**config.mk**
```make
export PLATFORM = sky130hd
export DESIGN_NAME = pwr_mode_ctrl
export DESIGN_NICKNAME = d
export VERILOG_FILES = /design/src/rtl/pmc_pkg.sv /design/src/rtl/pmc_ctl_regs.sv /design/src/rtl/pmc_wake_qual.sv /design/src/rtl/pmc_mode_fsm.sv /design/src/rtl/pmc_out_stage.sv /design/src/rtl/pwr_mode_ctrl.sv
export SDC_FILE = /design/constraint.sdc
export NUM_CORES = 1
export LEC_CHECK = 0
export BUFFER_PORTS_ARGS = -buffer_cell sky130_fd_sc_hd__buf_4
export CORE_MARGIN = 2
export CORE_UTILIZATION = 34
export DETAILED_ROUTE_END_ITERATION = 7
export SLEW_MARGIN = 25
export SYNTH_ARGS = -nofsm -noshare
export SYNTH_HDL_FRONTEND = slang
export SYNTH_HIERARCHICAL = 1
export SYNTH_SLANG_ARGS = --single-unit
```
**constraint.sdc**
```tcl
create_clock -name clk -period 4.41 [get_ports clk]
set_input_delay 0.2205 -clock clk [delete_from_list [all_inputs] [get_ports clk]]
set_output_delay 0.2205 -clock clk [all_outputs]
set_load 0.02 [all_outputs]
```
**src/rtl/pmc_pkg.sv**
```systemverilog
package pmc_pkg;

  localparam int CTL_W   = 4;
  localparam int CB_IDLE = 0;
  localparam int CB_DOWN = 1;
  localparam int CB_SERW = 2;
  localparam int CB_EXTW = 3;

  typedef enum logic [1:0] {
    PM_RUN  = 2'd0,
    PM_IDLE = 2'd1,
    PM_DOWN = 2'd2
  } pm_mode_e;

  typedef struct packed {
    logic core;
    logic pll;
    logic periph;
    logic osc;
    logic tick;
    logic hiz;
    logic ovr;
    logic ale;
    logic psen;
  } pm_pins_t;

  function automatic pm_pins_t pm_decode(pm_mode_e m, logic osc_off);
    pm_pins_t p;
    p.core   = 1'b1;
    p.pll    = 1'b1;
    p.periph = 1'b1;
    p.osc    = 1'b1;
    p.tick   = 1'b1;
    p.hiz    = 1'b0;
    p.ovr    = 1'b0;
    p.ale    = 1'b1;
    p.psen   = 1'b1;
    case (m)
      PM_IDLE: begin
        p.core = 1'b0;
        p.ovr  = 1'b1;
      end
      PM_DOWN: begin
        p.core   = 1'b0;
        p.pll    = 1'b0;
        p.periph = 1'b0;
        p.osc    = ~osc_off;
        p.tick   = ~osc_off;
        p.hiz    = 1'b1;
        p.ovr    = 1'b1;
        p.ale    = 1'b0;
        p.psen   = 1'b0;
      end
      default: ;
    endcase
    return p;
  endfunction

endpackage

```
**src/rtl/pmc_ctl_regs.sv**
```systemverilog
module pmc_ctl_regs
  import pmc_pkg::*;
(
  input  logic             clk,
  input  logic             rst,
  input  logic             run,
  input  logic             wake,
  input  logic             ctl_wr,
  input  logic [CTL_W-1:0] ctl_wdata,
  input  logic             pll_wr,
  input  logic             pll_osc_off,
  output logic [CTL_W-1:0] ctl_q,
  output logic             osc_off_q,
  output logic             osc_off_d
);

  localparam logic [CTL_W-1:0] REQ_MASK = (CTL_W'(1) << CB_IDLE) | (CTL_W'(1) << CB_DOWN);

  logic [CTL_W-1:0] ctl_d;

  always_comb begin
    ctl_d     = ctl_q;
    osc_off_d = osc_off_q;
    if (wake) begin
      ctl_d = ctl_q & ~REQ_MASK;
    end else if (run) begin
      if (ctl_wr) ctl_d = ctl_wdata;
      if (pll_wr) osc_off_d = pll_osc_off;
    end
  end

  always_ff @(posedge clk) begin
    if (rst) begin
      ctl_q     <= '0;
      osc_off_q <= 1'b0;
    end else begin
      ctl_q     <= ctl_d;
      osc_off_q <= osc_off_d;
    end
  end

endmodule

```
**src/rtl/pmc_wake_qual.sv**
```systemverilog
module pmc_wake_qual
  import pmc_pkg::*;
#(
  parameter int NUM_IRQ  = 8,
  parameter int TICK_IDX = 2,
  parameter int SER_IDX  = 4,
  parameter int EXT0_IDX = 0
) (
  input  pm_mode_e           mode,
  input  logic [NUM_IRQ-1:0] irq_req,
  input  logic               ser_wake_en,
  input  logic               ext_wake_en,
  output logic               wake
);

  logic [NUM_IRQ-1:0] down_mask;

  for (genvar i = 0; i < NUM_IRQ; i++) begin : g_mask
    if (i == TICK_IDX) begin : g_tick
      assign down_mask[i] = 1'b1;
    end else if (i == SER_IDX) begin : g_ser
      assign down_mask[i] = ser_wake_en;
    end else if (i == EXT0_IDX) begin : g_ext
      assign down_mask[i] = ext_wake_en;
    end else begin : g_off
      assign down_mask[i] = 1'b0;
    end
  end

  always_comb begin
    case (mode)
      PM_IDLE: wake = |irq_req;
      PM_DOWN: wake = |(irq_req & down_mask);
      default: wake = 1'b0;
    endcase
  end

endmodule

```
**src/rtl/pmc_mode_fsm.sv**
```systemverilog
module pmc_mode_fsm
  import pmc_pkg::*;
(
  input  logic     clk,
  input  logic     rst,
  input  logic     req_idle,
  input  logic     req_down,
  input  logic     wake,
  output pm_mode_e mode_q,
  output pm_mode_e mode_d,
  output logic     wake_pulse
);

  always_comb begin
    mode_d = mode_q;
    case (mode_q)
      PM_RUN: begin
        if (req_down)      mode_d = PM_DOWN;
        else if (req_idle) mode_d = PM_IDLE;
      end
      PM_IDLE, PM_DOWN: begin
        if (wake) mode_d = PM_RUN;
      end
      default: mode_d = PM_RUN;
    endcase
  end

  always_ff @(posedge clk) begin
    if (rst) begin
      mode_q     <= PM_RUN;
      wake_pulse <= 1'b0;
    end else begin
      mode_q     <= mode_d;
      wake_pulse <= wake;
    end
  end

endmodule

```
**src/rtl/pmc_out_stage.sv**
```systemverilog
module pmc_out_stage
  import pmc_pkg::*;
(
  input  logic     clk,
  input  logic     rst,
  input  pm_mode_e mode_d,
  input  logic     osc_off_d,
  output pm_pins_t pins_q
);

  localparam pm_pins_t PINS_RST = pm_decode(PM_RUN, 1'b0);

  always_ff @(posedge clk) begin
    if (rst) pins_q <= PINS_RST;
    else     pins_q <= pm_decode(mode_d, osc_off_d);
  end

endmodule

```
**src/rtl/pwr_mode_ctrl.sv**
```systemverilog
module pwr_mode_ctrl
  import pmc_pkg::*;
#(
  parameter int NUM_IRQ  = 8,
  parameter int TICK_IDX = 2,
  parameter int SER_IDX  = 4,
  parameter int EXT0_IDX = 0
) (
  input  logic               clk,
  input  logic               rst,
  input  logic               ctl_wr,
  input  logic [CTL_W-1:0]   ctl_wdata,
  input  logic               pll_wr,
  input  logic               pll_osc_off,
  input  logic [NUM_IRQ-1:0] irq_req,
  output logic [CTL_W-1:0]   ctl_rdata,
  output logic               osc_off_rd,
  output logic               core_clk_en,
  output logic               pll_clk_en,
  output logic               periph_clk_en,
  output logic               osc_en,
  output logic               tick_clk_en,
  output logic               aout_hiz,
  output logic               strobe_ovr,
  output logic               ale_lvl,
  output logic               psen_lvl,
  output logic               wake_pulse
);

  pm_mode_e         mode_q;
  pm_mode_e         mode_d;
  logic             wake;
  logic [CTL_W-1:0] ctl_q;
  logic             osc_off_q;
  logic             osc_off_d;
  pm_pins_t         pins_q;

  pmc_ctl_regs u_regs (
    .clk         (clk),
    .rst         (rst),
    .run         (mode_q == PM_RUN),
    .wake        (wake),
    .ctl_wr      (ctl_wr),
    .ctl_wdata   (ctl_wdata),
    .pll_wr      (pll_wr),
    .pll_osc_off (pll_osc_off),
    .ctl_q       (ctl_q),
    .osc_off_q   (osc_off_q),
    .osc_off_d   (osc_off_d)
  );

  pmc_wake_qual #(
    .NUM_IRQ  (NUM_IRQ),
    .TICK_IDX (TICK_IDX),
    .SER_IDX  (SER_IDX),
    .EXT0_IDX (EXT0_IDX)
  ) u_qual (
    .mode        (mode_q),
    .irq_req     (irq_req),
    .ser_wake_en (ctl_q[CB_SERW]),
    .ext_wake_en (ctl_q[CB_EXTW]),
    .wake        (wake)
  );

  pmc_mode_fsm u_fsm (
    .clk        (clk),
    .rst        (rst),
    .req_idle   (ctl_q[CB_IDLE]),
    .req_down   (ctl_q[CB_DOWN]),
    .wake       (wake),
    .mode_q     (mode_q),
    .mode_d     (mode_d),
    .wake_pulse (wake_pulse)
  );

  pmc_out_stage u_out (
    .clk       (clk),
    .rst       (rst),
    .mode_d    (mode_d),
    .osc_off_d (osc_off_d),
    .pins_q    (pins_q)
  );

  assign ctl_rdata     = ctl_q;
  assign osc_off_rd    = osc_off_q;
  assign core_clk_en   = pins_q.core;
  assign pll_clk_en    = pins_q.pll;
  assign periph_clk_en = pins_q.periph;
  assign osc_en        = pins_q.osc;
  assign tick_clk_en   = pins_q.tick;
  assign aout_hiz      = pins_q.hiz;
  assign strobe_ovr    = pins_q.ovr;
  assign ale_lvl       = pins_q.ale;
  assign psen_lvl      = pins_q.psen;

endmodule

```
Yosys cells after proc, flatten, opt, wreduce, memory -nomap -nowiden --
Cells that the tools add are included.
Storage, ports and cells: output and inout port bits 15, input bits 17, register bits after elaboration 16, logic and storage cells 42
Operators by class: reduce and logical (&&, ||, !) cells 9, equal/unequal tests 4, mux-type cells 12, bitwise gates (word level) 4
Operator list (count):
- OR reduction 8 bit | 2
- bitwise AND 8 x 5 -> 8 bit | 1
- two-way mux 2 bit | 4
- OR reduction 2 bit | 4
- two-way mux 1 bit | 5
- two-way mux 5 bit | 1
- equality test 2 x 1 -> 1 bit, second input constant | 2
- equality test 2 bit, second input constant | 2
- one-hot mux 2 bit (2 select lines) | 1
- inverter 1 bit | 3
- AND reduction 3 bit | 1
- zero test 2 bit | 1
- one-hot mux 1 bit (2 select lines) | 1
- AND reduction 2 bit | 1

Depth between registers and ports, before layout --
word-level depth 8, gate-level depth with buffers 11, gate-level depth less buffers 11

Modules after synthesis --
The synthesis kept the hierarchy.
By module, submodules not included:
- pmc_ctl_regs | area each 249.0 um^2, instances 1, cells an instance 23, sequential area each 100.1 um^2
- pmc_out_stage | area each 188.9 um^2, instances 1, cells an instance 17, sequential area each 100.1 um^2
- pmc_mode_fsm | area each 183.9 um^2, instances 1, cells an instance 19, sequential area each 60.1 um^2
- pmc_wake_qual | area each 91.3 um^2, instances 1, cells an instance 11, sequential area each 0.0 um^2
- pwr_mode_ctrl | area each 3.8 um^2, instances 1, cells an instance 1, sequential area each 0.0 um^2

Least setup slack after synthesis --
Ideal clock, no wire load.
path type reg2reg, from reg u_fsm.mode_q[0], to reg u_out/pins_q[8] (netlist name), library setup time 0.120 ns, path slack 2.353 ns, required time 4.290 ns, path buffers 0, arrival 1.937 ns, stages on the path, launching flop included 10, period minus slack after synthesis 2.057 ns, cells stage by stage dfxtp_1 -> ha_1 -> a211oi_1 -> a22o_1 -> nor3_2 -> nor2b_2 -> o21ai_1 -> a21oi_1 -> ha_1 -> or2_1
On the way: cells in the longest elaborated chain, start to end 7, elaborated cells on any way between the ends 13, those cells by class eq/ne: 4; mux: 6; reduce/logical: 3
Ends and longest elaborated chain:
- start, declared | line pmc_mode_fsm.sv:9 | output pm_mode_e mode_q,
- start signal, assigned | line pmc_mode_fsm.sv:33 | mode_q <= mode_d;
- equality test 2 bit or equality test 2 x 1 -> 1 bit (tied branches) | line pmc_wake_qual.sv:31 | case (mode)
- one-hot mux 1 bit (2 select lines) * | line pmc_wake_qual.sv:31
- via wake | line pwr_mode_ctrl.sv:32 | logic wake;
- two-way mux 2 bit * | line pmc_mode_fsm.sv:22 | if (wake) mode_d = PM_RUN;
- one-hot mux 2 bit (2 select lines) * | line pmc_mode_fsm.sv:16 | case (mode_q)
- via mode_d[1] | line pwr_mode_ctrl.sv:31 | pm_mode_e mode_d;
- equality test 2 x 1 -> 1 bit or equality test 2 bit (tied branches) | line pmc_pkg.sv:38 | case (m)
- OR reduction 2 bit (no source line) *
- two-way mux 1 bit * | line pmc_pkg.sv:38
Mark *: on every way through the listed nets, which the timed path passes. The rest lies on a longest branch. A chain may end at the register's enable or synchronous reset.

Worst setup path after layout --
from reg u_fsm.mode_q[0], to reg u_out/pins_q[8] (netlist name)
On the way: cells in the longest elaborated chain, start to end 7, elaborated cells on any way between the ends 13, those cells by class eq/ne: 4; mux: 6; reduce/logical: 3
Ends and longest elaborated chain (line):
- equality test 2 bit or equality test 2 x 1 -> 1 bit (tied branches) | pmc_wake_qual.sv:31
- one-hot mux 1 bit (2 select lines) * | pmc_wake_qual.sv:31
- via wake | pwr_mode_ctrl.sv:32
- two-way mux 2 bit * | pmc_mode_fsm.sv:22
- one-hot mux 2 bit (2 select lines) * | pmc_mode_fsm.sv:16
- via mode_d[1] | pwr_mode_ctrl.sv:31
- equality test 2 x 1 -> 1 bit or equality test 2 bit (tied branches) | pmc_pkg.sv:38
- OR reduction 2 bit (no source line) *
- two-way mux 1 bit * | pmc_pkg.sv:38
Marked as above.

==> metrics.yaml <==
status:
  status: "complete, no violations"
setup_path:
  worst-r2r-setup-slack_ns: 2.15
  cp-end-kind: "flop"
  crit_path_max_fanout: 6
  critPathKind: "reg2reg"
  arrival_ns: 2.43
  critPathRequiredTime_ns: 4.58
  worst_setup_path_start_kind: "flop"
synth:
  synthSimpleGateAreaFrac: 0.286
  synthMuxAreaShare: 0.0628
  synth_seq_cells: 13
  synth_warnings: 6
  avgSynthCellArea_sq_um: 10.1
  yosys.area_share.xor_xnor: 0
  yosysSeqAreaShare: 0.363
  netlist.area_leader.share: 0.363
  postSynthCellCount: 71
  yosysTopAreaCell: "dfxtp_1"
  ys_types: 27
  synthesis.area_sq_um: 717
  synth_nets: 94
  synthAdderAreaFrac: 0.105
  synth_top_family_by_area: "simple AND/OR/NAND/NOR gates"
  synth_compound_area_frac: 0.115
  synth_area_leaders: "dfxtp_1 (36%), ha_1 (10%), nand2b_1 (6.1%)"
sta:
  fmax_mhz: 442
  rsz0062_at_grt: "false"
  setup_viol: 0
  finalHoldViolCount: 0
  finClkSkew_ns: 0.00123
  worst_pin_slew_ns: 0.386
  fin_crit_sh: 0.513
  min_period_ns: 2.26
  setup_tns_ns: 0
  max_slew_margin: 0.741
  slew_violations: 0
  worst_slack_ns: 2.15
floorplan:
  fp.dieW_microns: 49.9
  start_util: 0.362
  die_area_sq_mm: 0.00249
  die_y_microns: 49.9
  row_count: 16
  ios: 32
  core_area_sq_mm: 0.00198
cts:
  cts.path.max_buffers: 2
  numCtsBuffers: 3
  cts-root-buf: "clkbuf_4"
  path_clk_slew_ns: 0.08
  clk_latency_ns: 0.27
  cts_htree_levels: 1
  cts_sinks: 13
  ctsHoldBuffers: 0
  ctsResizeCount: 0
  cts_tree: "done"
  cts_setup_buffers: 0
grt:
  grt-ovfl-total: 0
  antenna_found_initial: 0
  grt_start_max_net_pins: 17
  grt_pass1_wl_mm: 2.37
  grt_usage: 0.128
  grt_pass1_vias: 571
detailed_routing:
  viasPerCell: 4.43
  wl_per_cell_microns: 10.8
  first_iter_violations: 7
  wirelength_mm: 1.40
  remaining_drc_errors: 0
  vias: 571
  drt-pass1-iter-count: 2
  ant_nets: 0
flow_run:
  maxCapViolCount: 0
power:
  ir_worst_vdd_mv: 0.168
  power.total_uw: 317
  cellLeakagePower_uw: 0.000432
  p_per_area_mw_per_mm2: 324
placement:
  place_congestion: 0.803
  dp_cells: 125
  port_buffers: 31
  pre_cts_ws_ns: 2.15
  place_area_sq_um: 953
  dp_hpwl_mm: 1.11
cells_and_area:
  final_nets: 126
  stdcell_area_sq_um: 980
  drive_gt1_frac: 0.461
  final_cell_count_no_fill: 129
  synthToLayoutAreaGrowth_pct: 36.6
  diodes: 0
min_path:
  hold_path.class: "in2reg"
==> path summary, 6_finish.rpt <==
kind                                 from                      endpoint  cells after the start
max            u_fsm/mode_q[0]$_SDFF_PP0_    u_out/pins_q[8]$_SDFF_PP1_                      9
min                          ctl_wdata[2]  u_regs/ctl_q[2]$_SDFFE_PP0P_                      3
max reg2reg    u_fsm/mode_q[0]$_SDFF_PP0_    u_out/pins_q[8]$_SDFF_PP1_                      9
min reg2reg  u_regs/ctl_q[2]$_SDFFE_PP0P_  u_regs/ctl_q[2]$_SDFFE_PP0P_                      2
==> cells in the final DEF, fill, tap and decap left out, types with 2 or more instances in the layout <==
master / synthesis / layout
a211oi_1: 3 / 3
nand3_1: 2 / 2
buf_4: 4 / 31
nor2b_1: 3 / 3
mux2i_1: 3 / 3
clkbuf_4: 0 / 3
nand2b_1: 7 / 7
dfxtp_1: 13 / 13
nand2_1: 2 / 2
nor2_1: 4 / 4
inv_1: 5 / 5
ha_1: 6 / 6
nor4_2: 3 / 3
a21bo_2: 2 / 2
==> flip-flops by register name, indices dropped and copies added, names as in the netlist <==
name              count
u_out/pins_q          5
u_regs/ctl_q          4
u_fsm/mode_q          2
u_fsm/wake_pulse      1
u_regs/osc_off_q      1
==> power by group <==
group	internal (uW)	switching [uW]
Combinational	52.4	50.9
Clock	35.0	40.5
Sequential	129	9.17
==> through the flow <==
step	util	hold WS, ns
after floorplan	-	0.292
after global placement	0.481	0.482
after detailed placement	0.481	0.489
after CTS	0.494	0.202
after global routing	0.494	0.205
final	0.494	0.210
==> kinds of logic after synthesis <==
kind of cell | after synthesis
AOI/OAI and AO/OA | 10
DFF | 13
adders and majority gates | 6
muxes | 4
and+or+nand+nor | 29
buffers and inverters | 9
==> routing by layer <==
metal	global-route usage	routed length (microns)	vias up
li1	-	-	303
met1	0.160	671	253
met2	0.207	654	13
met3	0.0212	58	2
met4	0.0694	14	0
met5	0	0	-
==> final cells by class <==
type,instances,area [sq um]
fill,190,1000
tap,27,33.8
multi-input combinational,49,408
sequential,13,260
timing repair buffer,31,233
clock buffer,4,26.3
inverter,5,18.8
==> synthesized netlist by cell type, drive strengths merged <==
library cell / n
dfxtp: 13
nand2b: 7
ha: 6
inv: 5
nor2b: 5
a211oi: 4
buf: 4
nor2: 4
mux2i: 3
nor4: 3
a21bo: 2
a21oi: 2
nand2: 2
nand3: 2
nand3b: 2
nor3: 2
a22o: 1
and3b: 1
mux2: 1
o21ai: 1
or2: 1
==> critical path, cell delays in order, from the launching register on <==
cell and delay, ns:
dfxtp_1 0.45, ha_1 0.21, a211oi_1 0.05, a22o_1 0.24, nor3_2 0.31, nor2b_2 0.09
o21ai_1 0.21, a21oi_1 0.12, ha_1 0.29, or2_1 0.20
(Power assumes the default switching activity.)
